File: config.mk
export PLATFORM = sky130hd
export DESIGN_NAME = fb_scan_addr_gen
export DESIGN_NICKNAME = d
export VERILOG_FILES = /design/src/rtl/fbscan_pkg.sv /design/src/rtl/fbscan_cfg_bank.sv /design/src/rtl/fbscan_raster.sv /design/src/rtl/fbscan_addr_map.sv /design/src/rtl/fb_scan_addr_gen.sv
export SDC_FILE = /design/constraint.sdc
export NUM_CORES = 1
export LEC_CHECK = 0
export BUFFER_PORTS_ARGS = -buffer_cell sky130_fd_sc_hd__buf_2
export CORE_UTILIZATION = 40
export DETAILED_ROUTE_END_ITERATION = 8
export PLACE_DENSITY_LB_ADDON = 0.3
export SYNTH_ARGS = -nofsm -noshare
export SYNTH_HDL_FRONTEND = slang
export SYNTH_HIERARCHICAL = 1
export SYNTH_SLANG_ARGS = --single-unit
File: constraint.sdc
create_clock -name clk -period 33.7 [get_ports clk]
set_input_delay 3.37 -clock clk [delete_from_list [all_inputs] [get_ports clk]]
set_output_delay 3.37 -clock clk [all_outputs]
set_load 0.02 [all_outputs]
File: src/rtl/fbscan_pkg.sv
package fbscan_pkg;
   function automatic int width_for(input int n);
      return (n <= 1) ? 1 : $clog2(n);
   endfunction

   typedef struct packed {
      logic flip_h;
      logic flip_v;
   } scan_order_t;
endpackage

File: src/rtl/fbscan_cfg_bank.sv
module fbscan_cfg_bank
   import fbscan_pkg::*;
#(
   parameter int ADDR_W    = 20,
   parameter int PANEL_W   = 16,
   parameter int PANEL_H   = 12,
   parameter int FRAME_W   = 24,
   parameter int FRAME_H   = 16,
   parameter int N_FRAMES  = 3,
   parameter int N_REGIONS = 4,
   localparam int RIW = width_for(N_REGIONS + 1),
   localparam int FSW = width_for(N_FRAMES + 1),
   localparam int LW  = width_for(PANEL_H + 1),
   localparam int CW  = width_for(((FRAME_W > FRAME_H) ? FRAME_W : FRAME_H) + 1)
) (
   input  logic              clk,
   input  logic              rst_n,
   input  logic              commit,
   input  logic              region_we,
   input  logic [RIW-1:0]    region_idx,
   input  logic [LW-1:0]     region_lines,
   input  logic [ADDR_W-1:0] region_base,
   input  logic [ADDR_W-1:0] region_stride,
   input  logic              frame_we,
   input  logic [FSW-1:0]    frame_sel,
   input  logic              pan_we,
   input  logic [CW-1:0]     pan_x,
   input  logic [CW-1:0]     pan_y,
   input  logic              mode_we,
   input  scan_order_t       mode_in,
   output logic [LW-1:0]     act_lines  [N_REGIONS],
   output logic [ADDR_W-1:0] act_base   [N_REGIONS],
   output logic [ADDR_W-1:0] act_stride [N_REGIONS],
   output logic [FSW-1:0]    act_frame,
   output logic [CW-1:0]     act_pan_x,
   output logic [CW-1:0]     act_pan_y,
   output scan_order_t       act_order,
   output logic              err_o
);
   localparam int PAN_X_MAX = FRAME_W - PANEL_W;
   localparam int PAN_Y_MAX = FRAME_H - PANEL_H;
   localparam int SUMW      = LW + RIW;

   logic [LW-1:0]     sh_lines  [N_REGIONS];
   logic [ADDR_W-1:0] sh_base   [N_REGIONS];
   logic [ADDR_W-1:0] sh_stride [N_REGIONS];
   logic [FSW-1:0]    sh_frame;
   logic [CW-1:0]     sh_pan_x, sh_pan_y;
   scan_order_t       sh_order;
   logic [SUMW-1:0]   sum_new;
   logic              region_ok, frame_ok, pan_ok;

   // total line count as it would be after this write
   always_comb begin
      sum_new = '0;
      for (int k = 0; k < N_REGIONS; k++)
         sum_new += SUMW'((RIW'(k) == region_idx) ? region_lines : sh_lines[k]);
   end

   assign region_ok = (int'(region_idx) < N_REGIONS) && (region_lines != '0) &&
                      (int'(region_lines) <= PANEL_H) && (int'(sum_new) <= PANEL_H) &&
                      !region_base[0];
   assign frame_ok  = int'(frame_sel) < N_FRAMES;
   assign pan_ok    = (int'(pan_x) <= PAN_X_MAX) && (int'(pan_y) <= PAN_Y_MAX);

   always_ff @(posedge clk or negedge rst_n) begin
      if (!rst_n) begin
         for (int k = 0; k < N_REGIONS; k++) begin
            sh_lines[k]   <= (k == 0) ? LW'(PANEL_H) : '0;
            sh_base[k]    <= '0;
            sh_stride[k]  <= ADDR_W'(FRAME_W);
            act_lines[k]  <= (k == 0) ? LW'(PANEL_H) : '0;
            act_base[k]   <= '0;
            act_stride[k] <= ADDR_W'(FRAME_W);
         end
         sh_frame  <= '0;  act_frame <= '0;
         sh_pan_x  <= '0;  act_pan_x <= '0;
         sh_pan_y  <= '0;  act_pan_y <= '0;
         sh_order  <= '0;  act_order <= '0;
         err_o     <= 1'b0;
      end else begin
         err_o <= (region_we && !region_ok) || (frame_we && !frame_ok) || (pan_we && !pan_ok);
         for (int k = 0; k < N_REGIONS; k++) begin
            if (region_we && region_ok && (RIW'(k) == region_idx)) begin
               sh_lines[k]  <= region_lines;
               sh_base[k]   <= region_base;
               sh_stride[k] <= region_stride;
            end
         end
         if (frame_we && frame_ok) sh_frame <= frame_sel;
         if (pan_we && pan_ok) begin
            sh_pan_x <= pan_x;
            sh_pan_y <= pan_y;
         end
         if (mode_we) sh_order <= mode_in;
         if (commit) begin
            act_lines  <= sh_lines;
            act_base   <= sh_base;
            act_stride <= sh_stride;
            act_frame  <= sh_frame;
            act_pan_x  <= sh_pan_x;
            act_pan_y  <= sh_pan_y;
            act_order  <= sh_order;
         end
      end
   end

   a_r9_frame_range: assert property (@(posedge clk) disable iff (!rst_n)
      frame_we && (int'(frame_sel) >= N_FRAMES) |=> err_o);
   a_r10_frame_hold: assert property (@(posedge clk) disable iff (!rst_n)
      !commit |=> $stable(act_frame) && $stable(act_pan_x) && $stable(act_pan_y));
   a_r8_pan_bound: assert property (@(posedge clk) disable iff (!rst_n)
      (int'(act_pan_x) <= PAN_X_MAX) && (int'(act_pan_y) <= PAN_Y_MAX));
endmodule

File: src/rtl/fbscan_raster.sv
module fbscan_raster
   import fbscan_pkg::*;
#(
   parameter int PANEL_W = 16,
   parameter int PANEL_H = 12,
   localparam int RW  = width_for(PANEL_H),
   localparam int CXW = width_for(PANEL_W),
   localparam int NW  = width_for(PANEL_H + 1)
) (
   input  logic           clk,
   input  logic           rst_n,
   input  logic           frame_start,
   input  logic           line_start,
   input  logic           pix_adv,
   input  scan_order_t    order,
   output logic [RW-1:0]  mem_row,
   output logic [CXW-1:0] mem_col,
   output logic           line_live,
   output logic           last_pix
);
   logic [NW-1:0]  seen_q;
   logic [CXW-1:0] left_q;

   always_ff @(posedge clk or negedge rst_n) begin
      if (!rst_n) begin
         seen_q    <= '0;
         left_q    <= '0;
         mem_row   <= '0;
         mem_col   <= '0;
         line_live <= 1'b0;
      end else if (frame_start) begin
         seen_q    <= '0;
         line_live <= 1'b0;
      end else if (line_start) begin
         line_live <= int'(seen_q) < PANEL_H;
         if (int'(seen_q) < PANEL_H) begin
            seen_q  <= seen_q + NW'(1);
            mem_row <= order.flip_v ? RW'(seen_q) : RW'(PANEL_H - 1 - int'(seen_q));
         end
         mem_col <= order.flip_h ? CXW'(PANEL_W - 1) : '0;
         left_q  <= CXW'(PANEL_W - 1);
      end else if (pix_adv && line_live) begin
         if (left_q == '0) begin
            line_live <= 1'b0;
         end else begin
            left_q  <= left_q - CXW'(1);
            mem_col <= order.flip_h ? mem_col - CXW'(1) : mem_col + CXW'(1);
         end
      end
   end

   assign last_pix = line_live && (left_q == '0);

   a_r2_col_hold: assert property (@(posedge clk) disable iff (!rst_n)
      !pix_adv && !line_start && !frame_start |=> $stable(mem_col) && $stable(mem_row));
   a_r2_line_end: assert property (@(posedge clk) disable iff (!rst_n)
      last_pix && pix_adv && !line_start && !frame_start |=> !line_live);
   a_r11_no_extra: assert property (@(posedge clk) disable iff (!rst_n)
      line_start && !frame_start && (int'(seen_q) == PANEL_H) |=> !line_live);
endmodule

File: src/rtl/fbscan_addr_map.sv
module fbscan_addr_map
   import fbscan_pkg::*;
#(
   parameter int ADDR_W    = 20,
   parameter int PANEL_W   = 16,
   parameter int PANEL_H   = 12,
   parameter int FRAME_W   = 24,
   parameter int FRAME_H   = 16,
   parameter int N_FRAMES  = 3,
   parameter int N_REGIONS = 4,
   localparam int FSW = width_for(N_FRAMES + 1),
   localparam int LW  = width_for(PANEL_H + 1),
   localparam int CW  = width_for(((FRAME_W > FRAME_H) ? FRAME_W : FRAME_H) + 1),
   localparam int RW  = width_for(PANEL_H),
   localparam int CXW = width_for(PANEL_W),
   localparam int FRAME_WORDS = FRAME_W * FRAME_H
) (
   input  logic [RW-1:0]     mem_row,
   input  logic [CXW-1:0]    mem_col,
   input  logic              line_live,
   input  logic [LW-1:0]     lines  [N_REGIONS],
   input  logic [ADDR_W-1:0] base   [N_REGIONS],
   input  logic [ADDR_W-1:0] stride [N_REGIONS],
   input  logic [FSW-1:0]    frame,
   input  logic [CW-1:0]     pan_x,
   input  logic [CW-1:0]     pan_y,
   output logic [ADDR_W-1:0] addr,
   output logic              valid
);
   logic              hit;
   int                first_row, rel_row;
   logic [ADDR_W-1:0] sel_base, sel_stride;

   // strips are stacked in index order starting at memory row 0
   always_comb begin
      hit        = 1'b0;
      first_row  = 0;
      rel_row    = 0;
      sel_base   = '0;
      sel_stride = '0;
      for (int k = 0; k < N_REGIONS; k++) begin
         if (!hit && (int'(mem_row) >= first_row) &&
             (int'(mem_row) < first_row + int'(lines[k]))) begin
            hit        = 1'b1;
            rel_row    = int'(mem_row) - first_row;
            sel_base   = base[k];
            sel_stride = stride[k];
         end
         first_row += int'(lines[k]);
      end
   end

   assign addr  = ADDR_W'(int'(frame) * FRAME_WORDS) + sel_base +
                  ADDR_W'(rel_row + int'(pan_y)) * sel_stride +
                  ADDR_W'(int'(mem_col) + int'(pan_x));
   assign valid = line_live && hit;
endmodule

File: src/rtl/fb_scan_addr_gen.sv
module fb_scan_addr_gen
   import fbscan_pkg::*;
#(
   parameter int ADDR_W    = 20,
   parameter int PANEL_W   = 16,
   parameter int PANEL_H   = 12,
   parameter int FRAME_W   = 24,
   parameter int FRAME_H   = 16,
   parameter int N_FRAMES  = 3,
   parameter int N_REGIONS = 4,
   localparam int RIW = width_for(N_REGIONS + 1),
   localparam int FSW = width_for(N_FRAMES + 1),
   localparam int LW  = width_for(PANEL_H + 1),
   localparam int CW  = width_for(((FRAME_W > FRAME_H) ? FRAME_W : FRAME_H) + 1)
) (
   input  logic              clk,
   input  logic              rst_n,
   input  logic              vblank_start,
   input  logic              line_start,
   input  logic              pix_adv,
   input  logic              cfg_region_we,
   input  logic [RIW-1:0]    cfg_region_idx,
   input  logic [LW-1:0]     cfg_region_lines,
   input  logic [ADDR_W-1:0] cfg_region_base,
   input  logic [ADDR_W-1:0] cfg_region_stride,
   input  logic              cfg_frame_we,
   input  logic [FSW-1:0]    cfg_frame_sel,
   input  logic              cfg_pan_we,
   input  logic [CW-1:0]     cfg_pan_x,
   input  logic [CW-1:0]     cfg_pan_y,
   input  logic              cfg_mode_we,
   input  logic              cfg_flip_h,
   input  logic              cfg_flip_v,
   output logic [ADDR_W-1:0] addr_o,
   output logic              addr_valid_o,
   output logic              cfg_err_o,
   output logic [FSW-1:0]    frame_o
);
   localparam int RW  = width_for(PANEL_H);
   localparam int CXW = width_for(PANEL_W);

   initial begin
      assert (FRAME_W >= PANEL_W && FRAME_H >= PANEL_H) else $error("frame smaller than panel");
      assert (N_REGIONS >= 1 && N_FRAMES >= 1) else $error("need at least one strip and frame");
      assert (ADDR_W >= 2) else $error("address too narrow");
   end

   logic [LW-1:0]     act_lines  [N_REGIONS];
   logic [ADDR_W-1:0] act_base   [N_REGIONS];
   logic [ADDR_W-1:0] act_stride [N_REGIONS];
   logic [CW-1:0]     act_pan_x, act_pan_y;
   scan_order_t       act_order, mode_in;
   logic [RW-1:0]     mem_row;
   logic [CXW-1:0]    mem_col;
   logic              line_live, last_pix;

   assign mode_in = '{flip_h: cfg_flip_h, flip_v: cfg_flip_v};

   fbscan_cfg_bank #(.ADDR_W(ADDR_W), .PANEL_W(PANEL_W), .PANEL_H(PANEL_H), .FRAME_W(FRAME_W),
                     .FRAME_H(FRAME_H), .N_FRAMES(N_FRAMES), .N_REGIONS(N_REGIONS)) u_cfg (
      .clk(clk), .rst_n(rst_n), .commit(vblank_start),
      .region_we(cfg_region_we), .region_idx(cfg_region_idx), .region_lines(cfg_region_lines),
      .region_base(cfg_region_base), .region_stride(cfg_region_stride),
      .frame_we(cfg_frame_we), .frame_sel(cfg_frame_sel),
      .pan_we(cfg_pan_we), .pan_x(cfg_pan_x), .pan_y(cfg_pan_y),
      .mode_we(cfg_mode_we), .mode_in(mode_in),
      .act_lines(act_lines), .act_base(act_base), .act_stride(act_stride),
      .act_frame(frame_o), .act_pan_x(act_pan_x), .act_pan_y(act_pan_y),
      .act_order(act_order), .err_o(cfg_err_o));

   fbscan_raster #(.PANEL_W(PANEL_W), .PANEL_H(PANEL_H)) u_raster (
      .clk(clk), .rst_n(rst_n), .frame_start(vblank_start), .line_start(line_start),
      .pix_adv(pix_adv), .order(act_order), .mem_row(mem_row), .mem_col(mem_col),
      .line_live(line_live), .last_pix(last_pix));

   fbscan_addr_map #(.ADDR_W(ADDR_W), .PANEL_W(PANEL_W), .PANEL_H(PANEL_H), .FRAME_W(FRAME_W),
                     .FRAME_H(FRAME_H), .N_FRAMES(N_FRAMES), .N_REGIONS(N_REGIONS)) u_map (
      .mem_row(mem_row), .mem_col(mem_col), .line_live(line_live),
      .lines(act_lines), .base(act_base), .stride(act_stride),
      .frame(frame_o), .pan_x(act_pan_x), .pan_y(act_pan_y),
      .addr(addr_o), .valid(addr_valid_o));

   a_r4_step: assert property (@(posedge clk) disable iff (!rst_n)
      addr_valid_o && pix_adv && !last_pix && !line_start && !vblank_start |=>
      addr_o == (act_order.flip_h ? $past(addr_o) - ADDR_W'(1) : $past(addr_o) + ADDR_W'(1)));
   a_r6_odd_base: assert property (@(posedge clk) disable iff (!rst_n)
      cfg_region_we && cfg_region_base[0] |=> cfg_err_o);
endmodule

==> qor.json <==
{
  "preCtsSetupSlack_ns": 17.86,
  "crit_type": "reg -> out",
  "initial_cell_density_of_the_core_pct": 40.7,
  "post_cts_hold_buffer_count": 0,
  "grtUsageMet2_pct": 31.4,
  "r2r_setup_slack_ns": 29.23,
  "syn-num-nets": 2598,
  "worst_skew_pair.late_latency_ns": 0.56,
  "depth_of_the_worst_register_to_register_path": 13,
  "detail_route.wl_per_cell_um": 19.6,
  "cts.clk_slew.worst_paths_ns": 0.06,
  "clock_tree.htree_level_count": 2,
  "max-clock-path-buffers": 3,
  "grt_start_max_net_pins": 119,
  "postCtsResizedCells": 0,
  "maxCapViolCount": 0,
  "post_route_cells_drive_above_1_share_pct": 26.9,
  "worst_setup_path_start_kind": "flop",
  "final_min_period_over_clock_period_pct": 48.7,
  "std_cell_rows": 93,
  "routed_wl_um": 62300,
  "fin_nets": 2679,
  "tns_ns": 0,
  "cts_buffers": 43,
  "finalHoldViolations": 0,
  "worstPathMaxFanout": 13,
  "setup-violations-final": 0,
  "grt_use_met1_pct": 26.7,
  "fp.dieArea_um2": 67100,
  "core-area_um2": 64900,
  "grt_most_used_layer": "met2",
  "cts_root_buf": "sky130_fd_sc_hd__clkbuf_16",
  "max_freq_ghz": 0.0609,
  "gr-usage-met3_pct": 2.67,
  "globalRouteTotalUtil_pct": 19.2,
  "cts.repair_timing.setup_buffer_count": 0,
  "grt_antenna_before_repair": 1,
  "fin_skew_ns": 0.0235,
  "vias": 16200,
  "rsz0062_at_grt": "no",
  "post-route-drc-count": 0,
  "min_to": "u_cfg/act_pan_y[0]",
  "timing.rr.start": "u_cfg/sh_lines[9]",
  "pin_count": 94,
  "grt_pass1_wl_um": 101000,
  "postSynthCellCount": 2212,
  "globalplace.congestion": 0.886,
  "run_status": "complete, no violations",
  "vias_per_cell": 5.09,
  "grt-ovfl-total": 0,
  "ant_nets": 0,
  "layout-area-overhead-vs-synth_pct": 10.4,
  "cp.required_ns": 30.33,
  "slew_headroom_pct": 26.4,
  "netlist_area_before_placement_um2": 26400,
  "cts_sinks": 398,
  "half_perimeter_wire_length_of_the_detailed_placement_result_um": 44700,
  "grt_pass1_vias": 17600,
  "hold_start": "u_cfg/sh_pan_y[0]",
  "critPathSlowestCell": "sky130_fd_sc_hd__fa_1",
  "drv_slew": 0,
  "drt_iter0_drc": 916,
  "floorplan.die.height_um": 259,
  "num_antenna_cells": 0,
  "cts_tree": "yes",
  "worst_slew_pin_slew_ns": 1.10,
  "final.min_clock_period_ns": 16.41,
  "worst_hold_path.num_cells": 1,
  "synth-warning-count": 6,
  "min_path_type": "reg -> reg",
  "chipWidth_um": 259,
  "timing.critical_path.to_type": "primary output",
  "dr.pass1.iters": 5,
  "portBuffers": 93,
  "fin_ws_ns": 17.29,
  "synth.avg_cell_area_um2": 12.0,
  "regToRegEndpoint": "u_cfg/sh_base[39]",
  "cp.arrival_ns": 13.04,
  "cpMostUsedCell": "sky130_fd_sc_hd__fa_1",
  "timing.critical_path.slowest_cell_delay_ns": 0.60
}
flip-flops by register name (all words and copies together) (netlist names), 16 cells and up:
register,flops
u_cfg/sh_base,80
u_cfg/act_lines,16
u_cfg/act_stride,80
u_cfg/sh_lines,16
u_cfg/sh_stride,80
u_cfg/act_base,80
cell usage in the layout (no fill, tap or decap), types with 12 or more instances in the layout:
| master | count |
|---|---|
| sky130_fd_sc_hd__dfrtp_1 | 378 |
| sky130_fd_sc_hd__inv_1 | 336 |
| sky130_fd_sc_hd__mux2_2 | 221 |
| sky130_fd_sc_hd__fa_1 | 186 |
| sky130_fd_sc_hd__mux2_4 | 156 |
| sky130_fd_sc_hd__ha_1 | 129 |
| sky130_fd_sc_hd__nand2_1 | 125 |
| sky130_fd_sc_hd__nor2_1 | 105 |
| sky130_fd_sc_hd__buf_2 | 91 |
| sky130_fd_sc_hd__a21oi_1 | 52 |
| sky130_fd_sc_hd__clkbuf_16 | 44 |
| sky130_fd_sc_hd__xnor2_1 | 43 |
| sky130_fd_sc_hd__nor3b_1 | 32 |
| sky130_fd_sc_hd__o21ai_0 | 30 |
| sky130_fd_sc_hd__buf_4 | 27 |
| sky130_fd_sc_hd__nand2b_1 | 27 |
| sky130_fd_sc_hd__a221o_1 | 23 |
| sky130_fd_sc_hd__nand3_1 | 22 |
| sky130_fd_sc_hd__dfstp_2 | 20 |
| sky130_fd_sc_hd__xor2_1 | 19 |
| sky130_fd_sc_hd__and2_1 | 18 |
| sky130_fd_sc_hd__a221oi_1 | 18 |
| sky130_fd_sc_hd__nor2b_1 | 17 |
| sky130_fd_sc_hd__a21o_1 | 16 |
| sky130_fd_sc_hd__mux2i_1 | 15 |
| sky130_fd_sc_hd__clkbuf_8 | 12 |
| sky130_fd_sc_hd__nor3_1 | 12 |
metal layers:
| metal | vias up | routed length (um) |
|---|---|---|
| met5 | - | 13 |
| met4 | 2 | 1580 |
| met3 | 91 | 2500 |
| met2 | 319 | 29400 |
| met1 | 8307 | 28800 |
| li1 | 7489 | - |
how the worst max path moves through the flow:
stage,cells past startpoint,from,slack (ns),end
final,42,u_cfg/act_lines[12],17.29,addr_o[19]
after global routing,43,u_cfg/act_lines[12],16.50,addr_o[16]
after CTS,42,u_cfg/act_lines[12],17.21,addr_o[19]
after detailed placement,42,u_cfg/act_lines[12],17.86,addr_o[19]
after global placement,44,u_cfg/act_lines[12],18.11,addr_o[19]
after floorplan,43,u_cfg/act_lines[12],18.79,addr_o[19]
area by class of cell:
| type | instances | area [um^2] |
|---|---|---|
| Timing Repair Buffer | 120 | 687 |
| Tap cell | 855 | 1070 |
| Clock inverter | 14 | 145 |
| Inverter | 336 | 1260 |
| Sequential cell | 398 | 9980 |
| Fill cell | 5998 | 35700 |
| Clock buffer | 65 | 1290 |
| Multi-Input combinational cell | 1394 | 14700 |
worst max-delay path: cells and delay by family, from the launching register on:
kind                       cells  cell delay (ns)
adders and majority gates     14             6.36
xor gates and xnor gates       9             2.01
AOI/OAI and AO/OA              7             1.75
and+or+nand+nor                5             1.29
buffers and inverters          7             0.66
DFF                            1             0.40
stage by stage:
step / utilization (%) / hold WS, ns / area, um^2 / std cells
2_1_floorplan: - / 0.447 / 26400 / 2212
3_3_place_gp: 42.7 / 0.465 / 27800 / 3103
3_5_place_dp: 42.7 / 0.469 / 27800 / 3103
4_1_cts: 44.9 / 0.483 / 29200 / 3182
5_1_grt: 44.9 / 0.496 / 29200 / 3182
6_report: 44.9 / 0.486 / 29200 / 3182
Power is left out: the tool's default activity adds up to more than one toggle a clock period on the data nets, which glitch-free logic cannot reach.
